===== config.mk =====
export PLATFORM = sky130hd
export DESIGN_NAME = flow_qos_ctrl
export DESIGN_NICKNAME = d
export VERILOG_FILES = /design/src/rtl/qos_pkg.sv /design/src/rtl/qos_rec_check.sv /design/src/rtl/qos_flow_state.sv /design/src/rtl/qos_cmd_out.sv /design/src/rtl/flow_qos_ctrl.sv
export SDC_FILE = /design/constraint.sdc
export NUM_CORES = 1
export LEC_CHECK = 0
export BUFFER_PORTS_ARGS = -buffer_cell sky130_fd_sc_hd__buf_2
export CAP_MARGIN = 20
export CORE_MARGIN = 3
export CORE_UTILIZATION = 50
export DETAILED_ROUTE_END_ITERATION = 16
export GPL_TIMING_DRIVEN = 1
export PLACE_DENSITY = 0.78
export RECOVER_POWER = 50
export SYNTH_ARGS = -nofsm -noshare
export SYNTH_HDL_FRONTEND = slang
export SYNTH_SLANG_ARGS = --single-unit

===== constraint.sdc =====
create_clock -name clk_i -period 2.6 [get_ports clk_i]
set_input_delay 0 -clock clk_i [delete_from_list [all_inputs] [get_ports clk_i]]
set_output_delay 0 -clock clk_i [all_outputs]
set_load 0.05 [all_outputs]

===== src/rtl/qos_pkg.sv =====
package qos_pkg;
  typedef enum logic [1:0] {
    LVL_LOW  = 2'd0,
    LVL_HIGH = 2'd1,
    LVL_GT   = 2'd2
  } qos_level_e;
endpackage


===== src/rtl/qos_rec_check.sv =====
module qos_rec_check #(
  parameter int LAT_W  = 12,
  parameter int SIZE_W = 12,
  parameter int TP_W   = 8,
  parameter int FRAC   = 4
) (
  input  logic [LAT_W-1:0]  lat_i,
  input  logic [SIZE_W-1:0] size_i,
  input  logic [LAT_W-1:0]  lat_lim_i,
  input  logic [TP_W-1:0]   tp_lim_i,
  output logic              lat_viol_o,
  output logic              tp_viol_o
);
  localparam int LW = SIZE_W + FRAC;
  localparam int RW = TP_W + LAT_W;
  localparam int PW = ((LW > RW) ? LW : RW) + 1;

  logic [PW-1:0] lhs, rhs;

  always_comb begin
    lhs = PW'(size_i) << FRAC;
    rhs = PW'(tp_lim_i) * PW'(lat_i);   // cross-multiplied rate check
    tp_viol_o  = lhs < rhs;
    lat_viol_o = lat_i > lat_lim_i;
  end
endmodule


===== src/rtl/qos_flow_state.sv =====
module qos_flow_state
  import qos_pkg::*;
#(
  parameter int THRESH = 3
) (
  input  logic       clk_i,
  input  logic       rst_ni,
  input  logic       hit_i,
  input  logic       lat_viol_i,
  input  logic       tp_viol_i,
  output qos_level_e level_o,
  output logic       fire_o,
  output qos_level_e new_level_o
);
  localparam int CNT_W = $clog2(THRESH + 1);

  logic [CNT_W-1:0] cnt_q;
  logic             tp_mark_q;
  qos_level_e       level_q;
  logic             viol;

  assign viol   = hit_i && (lat_viol_i || tp_viol_i) && (level_q != LVL_GT);
  assign fire_o = viol && (cnt_q == CNT_W'(THRESH - 1));

  always_comb begin
    if (tp_mark_q || tp_viol_i) new_level_o = LVL_GT;
    else if (level_q == LVL_LOW) new_level_o = LVL_HIGH;
    else new_level_o = LVL_GT;
  end

  always_ff @(posedge clk_i or negedge rst_ni) begin
    if (!rst_ni) begin
      cnt_q     <= '0;
      tp_mark_q <= 1'b0;
      level_q   <= LVL_LOW;
    end else if (fire_o) begin
      cnt_q     <= '0;
      tp_mark_q <= 1'b0;
      level_q   <= new_level_o;
    end else if (viol) begin
      cnt_q     <= cnt_q + 1'b1;
      tp_mark_q <= tp_mark_q | tp_viol_i;
    end
  end

  assign level_o = level_q;

  p_level_monotone_r5: assert property (@(posedge clk_i) disable iff (!rst_ni)
    1'b1 |=> level_q >= $past(level_q));
  p_level_legal_r1: assert property (@(posedge clk_i) disable iff (!rst_ni)
    level_q != 2'd3);
  p_cnt_below_thresh_r4: assert property (@(posedge clk_i) disable iff (!rst_ni)
    cnt_q < CNT_W'(THRESH));
  p_idle_keeps_level_r11: assert property (@(posedge clk_i) disable iff (!rst_ni)
    !hit_i |=> $stable(level_q));
  p_gt_no_fire_r8: assert property (@(posedge clk_i) disable iff (!rst_ni)
    (level_q == LVL_GT) |-> !fire_o);
endmodule


===== src/rtl/qos_cmd_out.sv =====
module qos_cmd_out
  import qos_pkg::*;
#(
  parameter int FLOW_W = 2
) (
  input  logic              clk_i,
  input  logic              rst_ni,
  input  logic              fire_i,
  input  logic [FLOW_W-1:0] fire_flow_i,
  input  qos_level_e        fire_level_i,
  output logic              cmd_valid_o,
  input  logic              cmd_ready_i,
  output logic [FLOW_W-1:0] cmd_flow_o,
  output qos_level_e        cmd_level_o,
  output logic              circ_valid_o,
  input  logic              circ_ready_i,
  output logic [FLOW_W-1:0] circ_flow_o,
  output logic              busy_o
);
  always_ff @(posedge clk_i or negedge rst_ni) begin
    if (!rst_ni) begin
      cmd_valid_o  <= 1'b0;
      cmd_flow_o   <= '0;
      cmd_level_o  <= LVL_LOW;
      circ_valid_o <= 1'b0;
      circ_flow_o  <= '0;
    end else begin
      if (fire_i) begin
        cmd_valid_o <= 1'b1;
        cmd_flow_o  <= fire_flow_i;
        cmd_level_o <= fire_level_i;
      end else if (cmd_ready_i) begin
        cmd_valid_o <= 1'b0;
      end
      if (fire_i && fire_level_i == LVL_GT) begin
        circ_valid_o <= 1'b1;
        circ_flow_o  <= fire_flow_i;
      end else if (circ_ready_i) begin
        circ_valid_o <= 1'b0;
      end
    end
  end

  assign busy_o = cmd_valid_o || circ_valid_o;

  p_cmd_hold_r10: assert property (@(posedge clk_i) disable iff (!rst_ni)
    cmd_valid_o && !cmd_ready_i |=> cmd_valid_o && $stable(cmd_flow_o) && $stable(cmd_level_o));
  p_circ_hold_r9: assert property (@(posedge clk_i) disable iff (!rst_ni)
    circ_valid_o && !circ_ready_i |=> circ_valid_o && $stable(circ_flow_o));
  p_circ_with_gt_r9: assert property (@(posedge clk_i) disable iff (!rst_ni)
    $rose(circ_valid_o) |-> cmd_valid_o && cmd_level_o == LVL_GT && cmd_flow_o == circ_flow_o);
endmodule


===== src/rtl/flow_qos_ctrl.sv =====
module flow_qos_ctrl
  import qos_pkg::*;
#(
  parameter int NUM_FLOWS = 4,
  parameter int LAT_W     = 12,
  parameter int SIZE_W    = 12,
  parameter int TP_W      = 8,
  parameter int FRAC      = 4,
  parameter int THRESH    = 3,
  localparam int FLOW_W   = (NUM_FLOWS > 1) ? $clog2(NUM_FLOWS) : 1
) (
  input  logic                      clk_i,
  input  logic                      rst_ni,
  input  logic                      rec_valid_i,
  output logic                      rec_ready_o,
  input  logic [FLOW_W-1:0]         rec_task_i,
  input  logic [LAT_W-1:0]          rec_lat_i,
  input  logic [SIZE_W-1:0]         rec_size_i,
  input  logic [NUM_FLOWS*LAT_W-1:0] lat_limit_i,
  input  logic [NUM_FLOWS*TP_W-1:0] tput_limit_i,
  output logic                      cmd_valid_o,
  input  logic                      cmd_ready_i,
  output logic [FLOW_W-1:0]         cmd_flow_o,
  output logic [1:0]                cmd_level_o,
  output logic                      circ_valid_o,
  input  logic                      circ_ready_i,
  output logic [FLOW_W-1:0]         circ_flow_o,
  output logic [NUM_FLOWS*2-1:0]    level_o
);
  logic              take, busy, lat_viol, tp_viol;
  logic [LAT_W-1:0]  lat_lim;
  logic [TP_W-1:0]   tp_lim;
  logic [NUM_FLOWS-1:0] fire;
  qos_level_e        new_lvl [NUM_FLOWS];
  qos_level_e        fire_lvl, cmd_lvl;
  logic [FLOW_W-1:0] fire_flow;

  assign rec_ready_o = !busy;
  assign take        = rec_valid_i && rec_ready_o;

  always_comb begin
    lat_lim = '0;
    tp_lim  = '0;
    for (int i = 0; i < NUM_FLOWS; i++) begin
      if (rec_task_i == FLOW_W'(i)) begin
        lat_lim = lat_limit_i[i*LAT_W +: LAT_W];
        tp_lim  = tput_limit_i[i*TP_W +: TP_W];
      end
    end
  end

  qos_rec_check #(.LAT_W(LAT_W), .SIZE_W(SIZE_W), .TP_W(TP_W), .FRAC(FRAC)) u_check (
    .lat_i(rec_lat_i), .size_i(rec_size_i), .lat_lim_i(lat_lim), .tp_lim_i(tp_lim),
    .lat_viol_o(lat_viol), .tp_viol_o(tp_viol)
  );

  for (genvar g = 0; g < NUM_FLOWS; g++) begin : g_flow
    qos_level_e lvl;
    qos_flow_state #(.THRESH(THRESH)) u_state (
      .clk_i, .rst_ni,
      .hit_i(take && rec_task_i == FLOW_W'(g)),
      .lat_viol_i(lat_viol), .tp_viol_i(tp_viol),
      .level_o(lvl), .fire_o(fire[g]), .new_level_o(new_lvl[g])
    );
    assign level_o[2*g +: 2] = lvl;
  end

  always_comb begin
    fire_flow = '0;
    fire_lvl  = LVL_LOW;
    for (int i = 0; i < NUM_FLOWS; i++) begin
      if (fire[i]) begin
        fire_flow = FLOW_W'(i);
        fire_lvl  = new_lvl[i];
      end
    end
  end

  qos_cmd_out #(.FLOW_W(FLOW_W)) u_out (
    .clk_i, .rst_ni,
    .fire_i(|fire), .fire_flow_i(fire_flow), .fire_level_i(fire_lvl),
    .cmd_valid_o, .cmd_ready_i, .cmd_flow_o, .cmd_level_o(cmd_lvl),
    .circ_valid_o, .circ_ready_i, .circ_flow_o, .busy_o(busy)
  );
  assign cmd_level_o = cmd_lvl;

  p_one_fire_r11: assert property (@(posedge clk_i) disable iff (!rst_ni)
    $onehot0(fire));
  p_hold_off_r10: assert property (@(posedge clk_i) disable iff (!rst_ni)
    (cmd_valid_o || circ_valid_o) |-> !rec_ready_o);
  p_cmd_after_take_r10: assert property (@(posedge clk_i) disable iff (!rst_ni)
    $rose(cmd_valid_o) |-> $past(take));
endmodule


==> flow_metrics.env <==
export IMPL_setup_tns_ps=-94460
export IMPL_vias=5713
export IMPL_highest_layer="met4"
export IMPL_core_area_um2=11030
export IMPL_met1_length_mm=6.631
export IMPL_clk_pin_slew_worst_paths_ps=60
export IMPL_hold_class="in -> reg"
export IMPL_cts_max_path_buffers=2
export IMPL_reg2reg_depth=8
export IMPL_worst_ep_required_time_ps=2750
export IMPL_final_cell_mix="buf_2 (124), buf_4 (108), inv_1 (95)"
export IMPL_start_util=0.5191
export IMPL_cts_tree="done"
export IMPL_crit_buf_inv=9
export IMPL_fillers=741
export IMPL_multiInputGateArea_um2=4943
export IMPL_period_minus_slack_ps=6072
export IMPL_ios=128
export IMPL_cp_end_kind="flop"
export IMPL_p_per_area_nw_per_um2=1473
export IMPL_leakagePower_nw=4.122
export IMPL_num_antenna_cells=0
export IMPL_rows=38
export IMPL_worst_path_max_delay_cell="mux4_2"
export IMPL_die_x_um=113.0
export IMPL_first_pass_iters=5
export IMPL_yosys_area_top_type_share=0.2098
export IMPL_start_kind="input pin"
export IMPL_avgViaCountPerCell=5.765
export IMPL_maxSlewViolCount=29
export IMPL_async_flop_share=1.000
export IMPL_ir_drop_uv=1139
export IMPL_crit_family="adder cells"
export IMPL_synthesis_nets=845
export IMPL_fin_nets=1087
export IMPL_gp_congestion=0.8831
export IMPL_crit_top_cell="fa_1"
export IMPL_synthFlopType="dfrtp_1"
export IMPL_totalWireLength_mm=18.30
export IMPL_cts_root_buf="clkbuf_16"
export IMPL_r2r_end="u_out.circ_flow_o[0]"
export IMPL_cp_arrival_ps=6220
export IMPL_cts_sinks=28
export IMPL_fin_skew_ps=13.59
export IMPL_htreeDepth=1
export IMPL_ys_seq_area_frac=0.1224
export IMPL_grt_pass1_wl_mm=28.56
export IMPL_die_area_um2=12770
export IMPL_synthDistinctLibCells=73
export IMPL_maxCapViolCount=1
export IMPL_pre_cts_ws_ps=-3908
export IMPL_synth_area_top_cells="fa_1 (21%), ha_1 (14%), dfrtp_1 (12%)"
export IMPL_area_delta_synth_final_pct=40.80
export IMPL_timing_rr_start="u_out.circ_valid_o"
export IMPL_gr_total_overflow=0
export IMPL_rsz0062_at_grt="true"
export IMPL_synth_area_um2=5725
export IMPL_syn_inst=610
export IMPL_crit_path_max_fanout=6
export IMPL_worst_pin_slew_ps=1574
export IMPL_fin_crit_sh=2.335
export IMPL_final_common_cell="buf_2"
export IMPL_synth_top_cell_by_area="fa_1"
export IMPL_critical_path_class="in -> reg"
export IMPL_ys_ff_latch=28
export IMPL_drt_iter0_markers=343
export IMPL_grt_pass1_vias=6287
export IMPL_hold_viol=0
export IMPL_synth_warnings=0
export IMPL_clk_latency_ps=270
export IMPL_max_slew_margin=-0.04950
export IMPL_drc=0
export IMPL_violations="max-capacitance violations, max-slew violations, negative setup slack"
export IMPL_portBuffers=127
export IMPL_status="finished, violations left"
export IMPL_wl_met3_mm=1.103
export IMPL_hpwl_mm=13.78
export IMPL_syn_area_per_cell_um2=9.386
export IMPL_drive_above_1_share=0.4219
export IMPL_timing_final_ws_setup_ps=-3472
export IMPL_ff_latch_area_um2=700.7
export IMPL_r2r_slack_ps=-200
export IMPL_synth_edf_count=0
export IMPL_grt_max_degree=29
export IMPL_drtAntennaViolNets=0
export IMPL_setup_viol=28
export IMPL_track_usage=0.2746
export IMPL_cp_slowest_stage_delay_ps=630
export IMPL_dr_wl_met2_mm=9.742
export IMPL_die_height_um=113.0
export IMPL_worst_hold_startpoint="rec_task_i[0]"
export IMPL_drt_wirelength_per_cell_um=18.46
export IMPL_max_freq_mhz=164.7
export IMPL_min_path_cells=5
export IMPL_antenna_found_initial=0
export IMPL_cts_buffers=3
export IMPL_whs_endpoint="g_flow[0].u_state.cnt_q[0]"
==> cell families after synthesis <==
family	count (synthesis)	synth area share
flip-flops	28	0.1224
XOR/XNOR	12	0.01836
buffers and inverters	122	0.08370
AO/OA/AOI/OAI	104	0.1368
AND/OR/NAND/NOR	188	0.1871
multiplexers	32	0.1021
adder cells (fa/ha/maj)	124	0.3497
==> flip-flops by register name (all words and copies together), names as in the netlist <==
| register | count |
|---|---|
| g_flow.u_state.tp_mark_q | 4 |
| u_out.cmd_level_o | 2 |
| u_out.cmd_valid_o | 1 |
| g_flow.u_state.level_o | 8 |
| u_out.circ_flow_o | 2 |
| u_out.cmd_flow_o | 2 |
| g_flow.u_state.cnt_q | 8 |
| u_out.circ_valid_o | 1 |
==> worst max-delay path by stage <==
stage	end	startpoint	slack (ps)	cells past startpoint
6_report	g_flow[2].u_state.cnt_q[0]	rec_task_i[0]	-3470	26
5_1_grt	g_flow[2].u_state.cnt_q[0]	rec_task_i[0]	-3690	26
4_1_cts	g_flow[0].u_state.cnt_q[0]	rec_task_i[0]	-3240	26
3_5_place_dp	u_out.circ_flow_o[0]	rec_task_i[0]	-3910	27
3_3_place_gp	g_flow[0].u_state.cnt_q[0]	rec_task_i[0]	-3720	26
2_1_floorplan	g_flow[2].u_state.cnt_q[0]	rec_task_i[0]	-3490	27
==> metal layers <==
layer  vias up  track usage
li1       2559            -
met1      2810       0.3138
met2       259       0.5020
met3        85      0.04385
met4         0       0.1242
met5         -            0
==> worst reg2reg max path: stages (launching register included) <==
cell and delay [ps]:
dfrtp_1 390, buf_4 140, nor4bb_1 330, and3_1 350, nand3b_1 140, nor4_1 470, nand2b_1 270, a311oi_4 420
o221ai_2 150
==> power breakdown <==
group	internal [mW]	switching (mW)
clock network	0.307	0.160
logic	5.12	5.55
registers	0.591	0.142
==> Yosys cell counts (2+ instances only) <==
cell         n
a211oi_1     2
a21boi_0     4
a21o_1       9
a21oi_1     26
a221o_1      2
a311oi_1     2
a32o_1       3
and2_1      79
and3_1       3
and3b_1      2
and4_1       3
buf_1        2
buf_2        5
buf_6        2
clkbuf_1    11
dfrtp_1     28
fa_1        60
ha_1        64
inv_1      102
mux2_1       5
mux2_2       6
mux4_2      20
nand2_1     39
nand2b_1     8
nand3_1      3
nand3b_1     2
nand4_1      4
nor2_1      14
nor2b_1      8
nor3_1       5
nor3b_1      3
nor4_1       3
nor4b_1      2
o211ai_1     5
o21ai_0     12
o21ai_1      3
o21ai_2      5
o21bai_1     5
o2bb2ai_1    3
or3_1        3
xnor2_1      7
xor2_1       5
==> per-stage QoR <==
step,util,hold WS (ps),total power [mW],cells,area (µm²)
6_report,0.7308,358.5,11.87,991,8061
5_1_grt,0.7308,371.4,12.83,991,8061
2_1_floorplan,-,-295.6,6.489,610,5986
4_1_cts,0.7207,306.1,11.01,987,7950
3_3_place_gp,0.6784,30.21,9.326,968,7483
3_5_place_dp,0.6784,50.36,9.752,968,7483
==> repair_timing <==
item	4_1_cts	5_1_grt
setup buffers	9	4
setup endpoints to repair	28	28
cloned	3	0
hold endpoints to repair	30	0
pin swaps	39	16
gates resized for setup	55	16
hold buffers	3	0
==> final cells by class <==
| cell class | instances | share of cell area |
|---|---|---|
| flip-flops and latches | 28 | 0.08692 |
| repair buffers | 256 | 0.2176 |
| well taps | 140 | 0.02173 |
| clock inverters | 1 | 0.003725 |
| clock buffers | 3 | 0.009312 |
| inverters | 102 | 0.04749 |
| multi-input cells | 461 | 0.6132 |
Note: power is estimated with default switching activity, not from simulation.
